--- config.mk ---
export PLATFORM = sky130hd
export DESIGN_NAME = agu_top
export DESIGN_NICKNAME = d
export VERILOG_FILES = /design/src/rtl/agu_pkg.sv /design/src/rtl/agu_step.sv /design/src/rtl/agu_regfile.sv /design/src/rtl/agu_top.sv
export SDC_FILE = /design/constraint.sdc
export NUM_CORES = 1
export LEC_CHECK = 0
export BUFFER_PORTS_ARGS = -buffer_cell sky130_fd_sc_hd__buf_4
export CAP_MARGIN = 25
export CELL_PAD_IN_SITES_DETAIL_PLACEMENT = 0
export CELL_PAD_IN_SITES_GLOBAL_PLACEMENT = 1
export CORE_MARGIN = 1.5
export CORE_UTILIZATION = 55
export DETAILED_ROUTE_END_ITERATION = 10
export PLACE_DENSITY = 0.95
export REMOVE_ABC_BUFFERS = 1
export SYNTH_ARGS = -nofsm -noshare
export SYNTH_HDL_FRONTEND = slang
export SYNTH_SLANG_ARGS = --single-unit
--- constraint.sdc ---
create_clock -name clk -period 21.8 [get_ports clk]
set_clock_uncertainty 0.2 [all_clocks]
set_input_delay 2.18 -clock clk [delete_from_list [all_inputs] [get_ports clk]]
set_output_delay 2.18 -clock clk [all_outputs]
set_load 0.01 [all_outputs]
--- src/rtl/agu_pkg.sv ---
`timescale 1ns/1ps
package agu_pkg;

  typedef enum logic [2:0] {
    AM_IND     = 3'd0,
    AM_IDX     = 3'd1,
    AM_POSTINC = 3'd2,
    AM_POSTDEC = 3'd3,
    AM_PREDEC  = 3'd4,
    AM_POSTADD = 3'd5,
    AM_POSTSUB = 3'd6,
    AM_RSVD    = 3'd7
  } am_e;

  typedef enum logic [1:0] {
    LD_PTR  = 2'd0,
    LD_STEP = 2'd1,
    LD_MOD  = 2'd2,
    LD_NONE = 2'd3
  } ldsel_e;

  // wr: write back, use_n: step register instead of 1,
  // neg: subtract, pre: address is the updated value
  typedef struct packed {
    logic wr;
    logic use_n;
    logic neg;
    logic pre;
  } am_ctl_t;

  function automatic am_ctl_t am_decode(input am_e m);
    am_ctl_t c;
    c = '0;
    case (m)
      AM_IDX:     begin c.use_n = 1'b1; c.pre = 1'b1; end
      AM_POSTINC: begin c.wr = 1'b1; end
      AM_POSTDEC: begin c.wr = 1'b1; c.neg = 1'b1; end
      AM_PREDEC:  begin c.wr = 1'b1; c.neg = 1'b1; c.pre = 1'b1; end
      AM_POSTADD: begin c.wr = 1'b1; c.use_n = 1'b1; end
      AM_POSTSUB: begin c.wr = 1'b1; c.use_n = 1'b1; c.neg = 1'b1; end
      default:    c = '0;
    endcase
    return c;
  endfunction

endpackage

--- src/rtl/agu_step.sv ---
`timescale 1ns/1ps
module agu_step #(
  parameter int AW = 16
) (
  input  logic [AW-1:0] ptr,
  input  logic [AW-1:0] step,
  input  logic          neg,
  input  logic [AW-1:0] modv,
  output logic [AW-1:0] res
);
  localparam int EW = AW + 2;

  function automatic logic [AW-1:0] bitrev(input logic [AW-1:0] v);
    logic [AW-1:0] o;
    for (int i = 0; i < AW; i++) o[i] = v[AW-1-i];
    return o;
  endfunction

  logic          is_lin, is_rev;
  logic [AW-1:0] lin_res, rev_sum, rev_res, mod_res;
  logic [AW-1:0] mask, base;
  logic [EW-1:0] off_x, step_x, len_x, sum_x, dif_x, wrap_x;

  assign is_lin = &modv;
  assign is_rev = ~|modv;

  // linear 2^AW wraparound
  assign lin_res = neg ? ptr - step : ptr + step;

  // reverse-carry: add in mirrored bit order
  assign rev_sum = neg ? bitrev(ptr) - bitrev(step) : bitrev(ptr) + bitrev(step);
  assign rev_res = bitrev(rev_sum);

  // modulo: block mask is the modifier smeared downward
  always_comb begin
    mask[AW-1] = modv[AW-1];
    for (int i = AW-2; i >= 0; i--) mask[i] = mask[i+1] | modv[i];
  end

  assign base   = ptr & ~mask;
  assign off_x  = {2'b00, ptr & mask};
  assign step_x = {2'b00, step};
  assign len_x  = {2'b00, modv} + EW'(1);
  assign sum_x  = off_x + step_x;
  assign dif_x  = off_x - step_x;

  always_comb begin
    if (neg) wrap_x = dif_x[EW-1] ? dif_x + len_x : dif_x;
    else     wrap_x = (sum_x >= len_x) ? sum_x - len_x : sum_x;
  end

  assign mod_res = AW'({2'b00, base} | (wrap_x & {2'b00, mask}));

  always_comb begin
    if (is_lin)      res = lin_res;
    else if (is_rev) res = rev_res;
    else             res = mod_res;
  end
endmodule

--- src/rtl/agu_regfile.sv ---
`timescale 1ns/1ps
module agu_regfile
  import agu_pkg::*;
#(
  parameter int AW   = 16,
  parameter int NREG = 8,
  localparam int IW  = $clog2(NREG)
) (
  input  logic                     clk,
  input  logic                     rst_n,
  input  logic                     ld_en,
  input  logic [1:0]               ld_sel,
  input  logic [IW-1:0]            ld_idx,
  input  logic [AW-1:0]            ld_data,
  input  logic                     wb_en,
  input  logic [IW-1:0]            wb_idx,
  input  logic [AW-1:0]            wb_data,
  output logic [NREG-1:0][AW-1:0]  ptr_q,
  output logic [NREG-1:0][AW-1:0]  off_q,
  output logic [NREG-1:0][AW-1:0]  mod_q
);
  for (genvar g = 0; g < NREG; g++) begin : g_slot
    logic          hit_ld, hit_wb;
    logic          ptr_ce, off_ce, mod_ce;
    logic [AW-1:0] ptr_d;

    assign hit_ld = ld_en && (ld_idx == IW'(g));
    assign hit_wb = wb_en && (wb_idx == IW'(g));
    assign ptr_ce = (hit_ld && ld_sel == LD_PTR) || hit_wb;
    assign off_ce = hit_ld && ld_sel == LD_STEP;
    assign mod_ce = hit_ld && ld_sel == LD_MOD;

    // pointer load takes priority over access write-back
    always_comb begin
      if (hit_ld && ld_sel == LD_PTR) ptr_d = ld_data;
      else                            ptr_d = wb_data;
    end

    always_ff @(posedge clk or negedge rst_n) begin
      if (!rst_n) begin
        ptr_q[g] <= '0;
        off_q[g] <= '0;
        mod_q[g] <= '1;
      end else begin
        if (ptr_ce) ptr_q[g] <= ptr_d;
        if (off_ce) off_q[g] <= ld_data;
        if (mod_ce) mod_q[g] <= ld_data;
      end
    end
  end
endmodule

--- src/rtl/agu_top.sv ---
`timescale 1ns/1ps
module agu_top
  import agu_pkg::*;
#(
  parameter int AW   = 16,
  parameter int NREG = 8,
  localparam int IW  = $clog2(NREG)
) (
  input  logic          clk,
  input  logic          rst_n,
  input  logic          ld_en,
  input  logic [1:0]    ld_sel,
  input  logic [IW-1:0] ld_idx,
  input  logic [AW-1:0] ld_data,
  input  logic          acc_valid,
  input  logic [IW-1:0] acc_idx,
  input  logic [2:0]    acc_mode,
  output logic [AW-1:0] ea
);
  logic [NREG-1:0][AW-1:0] ptr_q, off_q, mod_q;
  logic [AW-1:0]           cur_r, cur_n, cur_m, step, upd;
  am_ctl_t                 ctl;
  logic                    wb_en;

  assign ctl   = am_decode(am_e'(acc_mode));
  assign cur_r = ptr_q[acc_idx];
  assign cur_n = off_q[acc_idx];
  assign cur_m = mod_q[acc_idx];
  assign step  = ctl.use_n ? cur_n : AW'(1);
  assign ea    = ctl.pre ? upd : cur_r;
  assign wb_en = acc_valid && ctl.wr;

  agu_step #(.AW(AW)) u_step (
    .ptr  (cur_r),
    .step (step),
    .neg  (ctl.neg),
    .modv (cur_m),
    .res  (upd)
  );

  agu_regfile #(.AW(AW), .NREG(NREG)) u_rf (
    .clk     (clk),
    .rst_n   (rst_n),
    .ld_en   (ld_en),
    .ld_sel  (ld_sel),
    .ld_idx  (ld_idx),
    .ld_data (ld_data),
    .wb_en   (wb_en),
    .wb_idx  (acc_idx),
    .wb_data (upd),
    .ptr_q   (ptr_q),
    .off_q   (off_q),
    .mod_q   (mod_q)
  );
endmodule

Word level (Yosys, flattened, before mapping)
Cells that the tools add are included.
- add/sub/neg operators: 9
- magnitude comparators: 2
- equal/unequal tests: 22
- mux-type cells: 27
- bitwise gates (word level): 20
- reduce and logical (&&, ||, !) cells: 58
- operators by type and width (operator ; number):
    $mux W16 ; 20
    $bmux W16 S3 ; 3
    $add A16 B16 Y16 ; 3
    $and A16 B16 Y16 ; 3
    $sub A16 B16 Y16 ; 3
    $logic_and A1 B1 Y1 ; 41
    $eq A3 B3 Y1 const B ; 11
    $eq A3 B2 Y1 const B ; 6
    $add A16 B1 Y17 const B ; 1
    $add A16 B16 Y17 ; 1
    $ge A17 B17 Y1 ; 1
    $sub A16 B16 Y17 ; 1
    $not A16 Y16 ; 1
    $or A16 B16 Y16 ; 1
    $reduce_and A16 Y1 ; 1
    $reduce_or A16 Y1 ; 1
    $or A1 B1 Y1 ; 15
    $eq A3 B1 Y1 const B ; 3
    $logic_or A1 B1 Y1 ; 8
    $logic_not A3 Y1 ; 2
    $reduce_or A3 Y1 ; 2
    $reduce_or A5 Y1 ; 1
    $lt A3 B4 Y1 const B ; 1
    $mux W1 ; 4
    other kinds (4) ; 4
- register bits: 384
- input port bits: 31
- output and inout bits: 16

Depth between registers and ports, before layout
- depth in word-level cells: 27
- depth in mapped cells: 33
- mapped depth without buffers: 27

By module
From an unflattened synthesis, not the netlist that was laid out.
- cell total of the unflattened synthesis: 2236
- area, all modules: 25958.6 sq um
- modules (own cells, without submodules) (module ; instances ; cells each ; area an instance (sq um) ; seq. area each (sq um)):
    agu_regfile ; 1 ; 1020 ; 16403.2 ; 9769.4
    agu_step ; 1 ; 911 ; 6233.5 ; 0.0
    agu_top ; 1 ; 305 ; 3321.9 ; 0.0

Worst setup path after synthesis
Ideal clock, no wire load.
- path kind: in2out
- start point: input port acc_idx[1]
- end point: output port ea[14]
- data arrival time: 8.730 ns
- slack: 10.690 ns
- cell stages on the path: 30
- buffers on the path: 9
- cell sequence: buf_4 > buf_6 > buf_4 > buf_4 > buf_6 > buf_2 > buf_2 > buf_2 > mux4_2 > mux2i_1 > nor2_1 > ha_1 > clkbuf_1 > nor3_1 > o21ai_0 > and3_1 > or2_2 > o31ai_1 > xnor2_1 > ha_1 > a21oi_1 > nand2b_1 > or3_1 > o21ai_1 > nand2_1 > nand2_1 > o21ai_0 > a311oi_2 > nor2_1 > a21oi_1
- cells in the longest elaborated chain, start to end: 27
- elaborated cells on any way between the ends: 47
- those cells by class: add/sub: 9; order compare: 1; mux: 15; bitwise: 20; reduce/logical: 2
- ends and longest elaborated chain (element ; line ; source):
    start: declaration ; agu_top.sv:16 ; input logic [IW-1:0] acc_idx,
    $bmux W16 S3 ; agu_top.sv:28 ; assign cur_m = mod_q[acc_idx];
    $mux W16 (not written as such) ; agu_top.sv:28 ;
    $or A1 B1 Y1 (15 in a row) ; agu_step.sv:37 ; for (int i = AW-2; i >= 0; i--) mask[i] = mask[i+1] | modv[i];
    $and A16 B16 Y16 ; agu_step.sv:41 ; assign off_x = {2'b00, ptr & mask};
    $add A16 B16 Y17 or $sub A16 B16 Y17 (tied branches) ; agu_step.sv:44, agu_step.sv:45 ;
    $sub A16 B16 Y16, or another cell as far along ; agu_step.sv:49 ; else wrap_x = (sum_x >= len_x) ? sum_x - len_x : sum_x;
    $mux W16, on equally long branches ; agu_step.sv:49, agu_step.sv:48 ;
    $mux W16 ; agu_step.sv:48 ; if (neg) wrap_x = dif_x[EW-1] ? dif_x + len_x : dif_x;
    $and A16 B16 Y16 ; agu_step.sv:52 ; assign mod_res = AW'({2'b00, base} | (wrap_x & {2'b00, mask}));
    $or A16 B16 Y16 ; agu_step.sv:52 ;
    $mux W16 ; agu_step.sv:56 ; else if (is_rev) res = rev_res;
    $mux W16 ; agu_step.sv:55 ; if (is_lin) res = lin_res;
    $mux W16 * ; agu_top.sv:30 ; assign ea = ctl.pre ? upd : cur_r;
    end: declaration ; agu_top.sv:18 ; output logic [AW-1:0] ea
Mark *: on every way between the ends. The rest lies on a longest branch, timed or not. The select of a mux whose other input is x is not followed.

Final worst setup path
Ends and elaborated chain as after synthesis.

==> impl_metrics.toml <==
[placed_design]
dpl_cell_area_mm2 = 0.02688
dpl.hpwl_um = 68220
place.gp.congestion = 1.065
place_inst = 3161
io_buffer_count = 46

[cells_and_area]
area_delta_synth_final_pct = 8.450
nets = 2736
drive_gt1_frac = 0.2583
fin_area_mm2 = 0.02833
utilization = 0.6059
n_antenna_cell = 0
final_cells = 3240

[drt]
wirelength_um = 95370
drt_iter0_markers = 3345
detail_route.vias_per_cell = 6.985
wl_per_cell_um = 29.43
dr.pass1.iters = 9
vias = 22630
ant_nets = 0
drc = 1

[floorplan]
die_h_um = 220.9
die_w_um = 220.9
ios = 47
die_area_mm2 = 0.04881
core_area_mm2 = 0.04675
rows = 79
initial_core_util = 0.5587

[critical_path]
startpoint = "acc_idx[1]"
crit_path_end_kind = "primary output"
required_ns = 19.42
cpMostUsedCell = "buf_4"
slowest_delay_ns = 0.96
critPathKind = "input pin to primary output"
critPathCapture = "ea[14]"
cp_max_fo = 37
worstReg2RegEnd = "u_rf.ptr_q[30]$_DFFE_PN0P_"
rrSetupSlack_ns = 13.05
slowest_stage = "nor2b_1"
critPathLaunchType = "input pin"
crit_arrival_ns = 11.94
rr_worst_depth = 27
r2r_start = "u_rf.mod_q[125]$_DFFE_PN1P_"

[global_route]
grt_pass1_vias = 22464
antenna_found_initial = 1
grt_max_degree = 178
grtUsageMet3 = 0.08711
grt_use_total = 0.3871
grt_pass1_wl_um = 142300
grt-busiest-layer = "met2"
grtUsageMet2 = 0.5891
met1_usage = 0.4937
gr-total-overflow = 0

[sta]
clock.fmax_ghz = 0.06985
fin_tns_setup_ns = 0
period_share = 0.6567
drv_slew = 0
maxSlewHeadroom = 0.2463
hold_slack_ns = 0.3071
fin_crit_ns = 14.32
rsz0062_at_grt = "no"
tightest_slew_ns = 1.128
hold_violations = 0
finalSetupViolations = 0

[clocking]
h-tree-depth = 2
cts_buffers = 40
cts_buffer_depth = 3
root_buffer = "clkbuf_16"
cts_tree = "built"
cts_setup_buffers = 0
worstSkewPairLatency_ns = 0.58
cts_resized = 0
cts_num_sinks = 384
clk_pin_slew_ns = 0.06
cts_hold_buf = 0

[synth]
avgSynthCellArea_um2 = 9.966
synth_top_area_frac = 0.2453
ys.warnings.count = 0
async_flop_share = 1.000
netlist_area_mm2 = 0.02612
yosysUniqueCellTypes = 94
synth-edff-count = 0
synthTopCellsByArea = "dfrtp_1, dfstp_2, mux2_2, mux4_2, a21oi_1"
syn_inst = 2621
ys_ff_latch = 384
yosysTopAreaCell = "dfrtp_1"
ys.flop_type = "dfrtp_1"
yosysSeqAreaShare = 0.3740

[power_and_ir_drop]
power_density_mw_per_mm2 = 151.0
ir_drop_v = 0.00008605
p_leak_nw = 12.06

[hold_path]
hold_path.class = "flop to flop"

[flow_run]
drv_cap = 0

[run_status]
violations = "design-rule violations"
outcome = "complete, but fails checks"
==> worst max-delay path, delay by kind of cell <==
family                     cells  cell delay [ns]
and+or+nand+nor               13             4.47
buffers and inverters          4             1.24
adders and majority gates      3             0.99
xor gates and xnor gates       1             0.22
AOI/OAI and AO/OA              9             2.75
==> metrics by stage <==
stage	power [W]	worst slack [ns]
finish	0.004278	7.484
global route	0.004489	6.918
CTS	0.004188	7.773
detailed placement	0.003470	7.802
global placement	0.003415	8.048
floorplan	0.002691	10.60
==> registers in the layout, indices dropped and copies added (netlist names) <==
signal	flops
u_rf.off_q	128
u_rf.ptr_q	128
u_rf.mod_q	128
==> final cells by class <==
class                           count  area [um2]
Fill cell                        3737       18430
Multi-Input combinational cell   1995       15350
Clock buffer                       57        1220
Timing Repair Buffer               91       752.0
Inverter                           89       334.1
Clock inverter                     17       146.4
Sequential cell                   384        9769
Tap cell                          607       759.5
==> worst min path at each step <==
stage,slack (ns),cells after the start,endpoint,from
after floorplan,0.27,1,u_rf.off_q[2]$_DFFE_PN0P_,u_rf.off_q[2]$_DFFE_PN0P_
after global placement,0.28,1,u_rf.off_q[16]$_DFFE_PN0P_,u_rf.off_q[16]$_DFFE_PN0P_
after detailed placement,0.29,1,u_rf.off_q[92]$_DFFE_PN0P_,u_rf.off_q[92]$_DFFE_PN0P_
after CTS,0.30,1,u_rf.off_q[92]$_DFFE_PN0P_,u_rf.off_q[92]$_DFFE_PN0P_
after global routing,0.32,1,u_rf.off_q[110]$_DFFE_PN0P_,u_rf.off_q[110]$_DFFE_PN0P_
final,0.31,1,u_rf.off_q[92]$_DFFE_PN0P_,u_rf.off_q[92]$_DFFE_PN0P_
==> logic make-up after synthesis <==
| family | count (synthesis) | share of synthesized area |
|---|---|---|
| flip-flops | 384 | 0.3740 |
| XOR/XNOR | 99 | 0.03320 |
| multiplexers | 415 | 0.2083 |
| AO/OA/AOI/OAI | 662 | 0.1595 |
| AND/OR/NAND/NOR | 715 | 0.1344 |
| buffers and inverters | 242 | 0.03914 |
| adder cells (fa/ha/maj) | 104 | 0.05154 |
==> where the power goes <==
group	leakage, nW	total, W	internal (W)	switching, W
logic	6.82	0.00249	0.000955	0.00154
registers	4.55	0.00108	0.000955	0.000122
clock network	0.682	0.000708	0.000407	0.000301
total	12.1	0.00428	0.00232	0.00196
==> cells in the mapped netlist, types with 23 or more instances <==
cell type and instances:
a21oi_1 257, nand3_1 42, o21a_1 23, a31oi_1 23, dfstp_2 128, clkbuf_1 110, nor2b_1 26, o21ai_1 32
xnor2_1 77, o31ai_1 30, nand2_1 193, nor2_1 193, and3_1 79, a21o_1 25, mux2i_1 69, dfrtp_1 256
ha_1 98, nor3_1 57, inv_1 88, mux4_2 74, o21ai_0 95, mux2_2 268
==> metal layers <==
layer | vias up | routed length [um]
met3 | 357 | 10270
li1 | 9610 | -
met5 | - | 0
met1 | 11102 | 35480
met2 | 1561 | 42180
met4 | 0 | 7442
==> cell usage in the layout, fill, tap and decap left out, types with 9 or more instances in the layout <==
cell,instances
mux2_2,268
a21oi_1,257
dfrtp_1,256
nand2_1,193
nor2_1,190
dfstp_2,128
ha_1,98
o21ai_0,95
inv_1,88
buf_4,84
and3_1,79
xnor2_1,77
mux4_2,74
mux2i_1,69
nor3_1,55
clkbuf_16,44
nand3_1,42
o21ai_1,32
o31ai_1,30
nor2b_1,26
a21o_1,25
o21a_1,23
a31oi_1,23
nand2b_1,22
xor2_1,22
o22ai_1,19
a22oi_1,19
or3_1,18
a211oi_1,18
and2_1,13
o211ai_1,12
nand4_1,11
o311ai_0,11
nor4_1,11
clkinv_2,11
nor3b_1,9
Power figures use the tool's default switching activity.
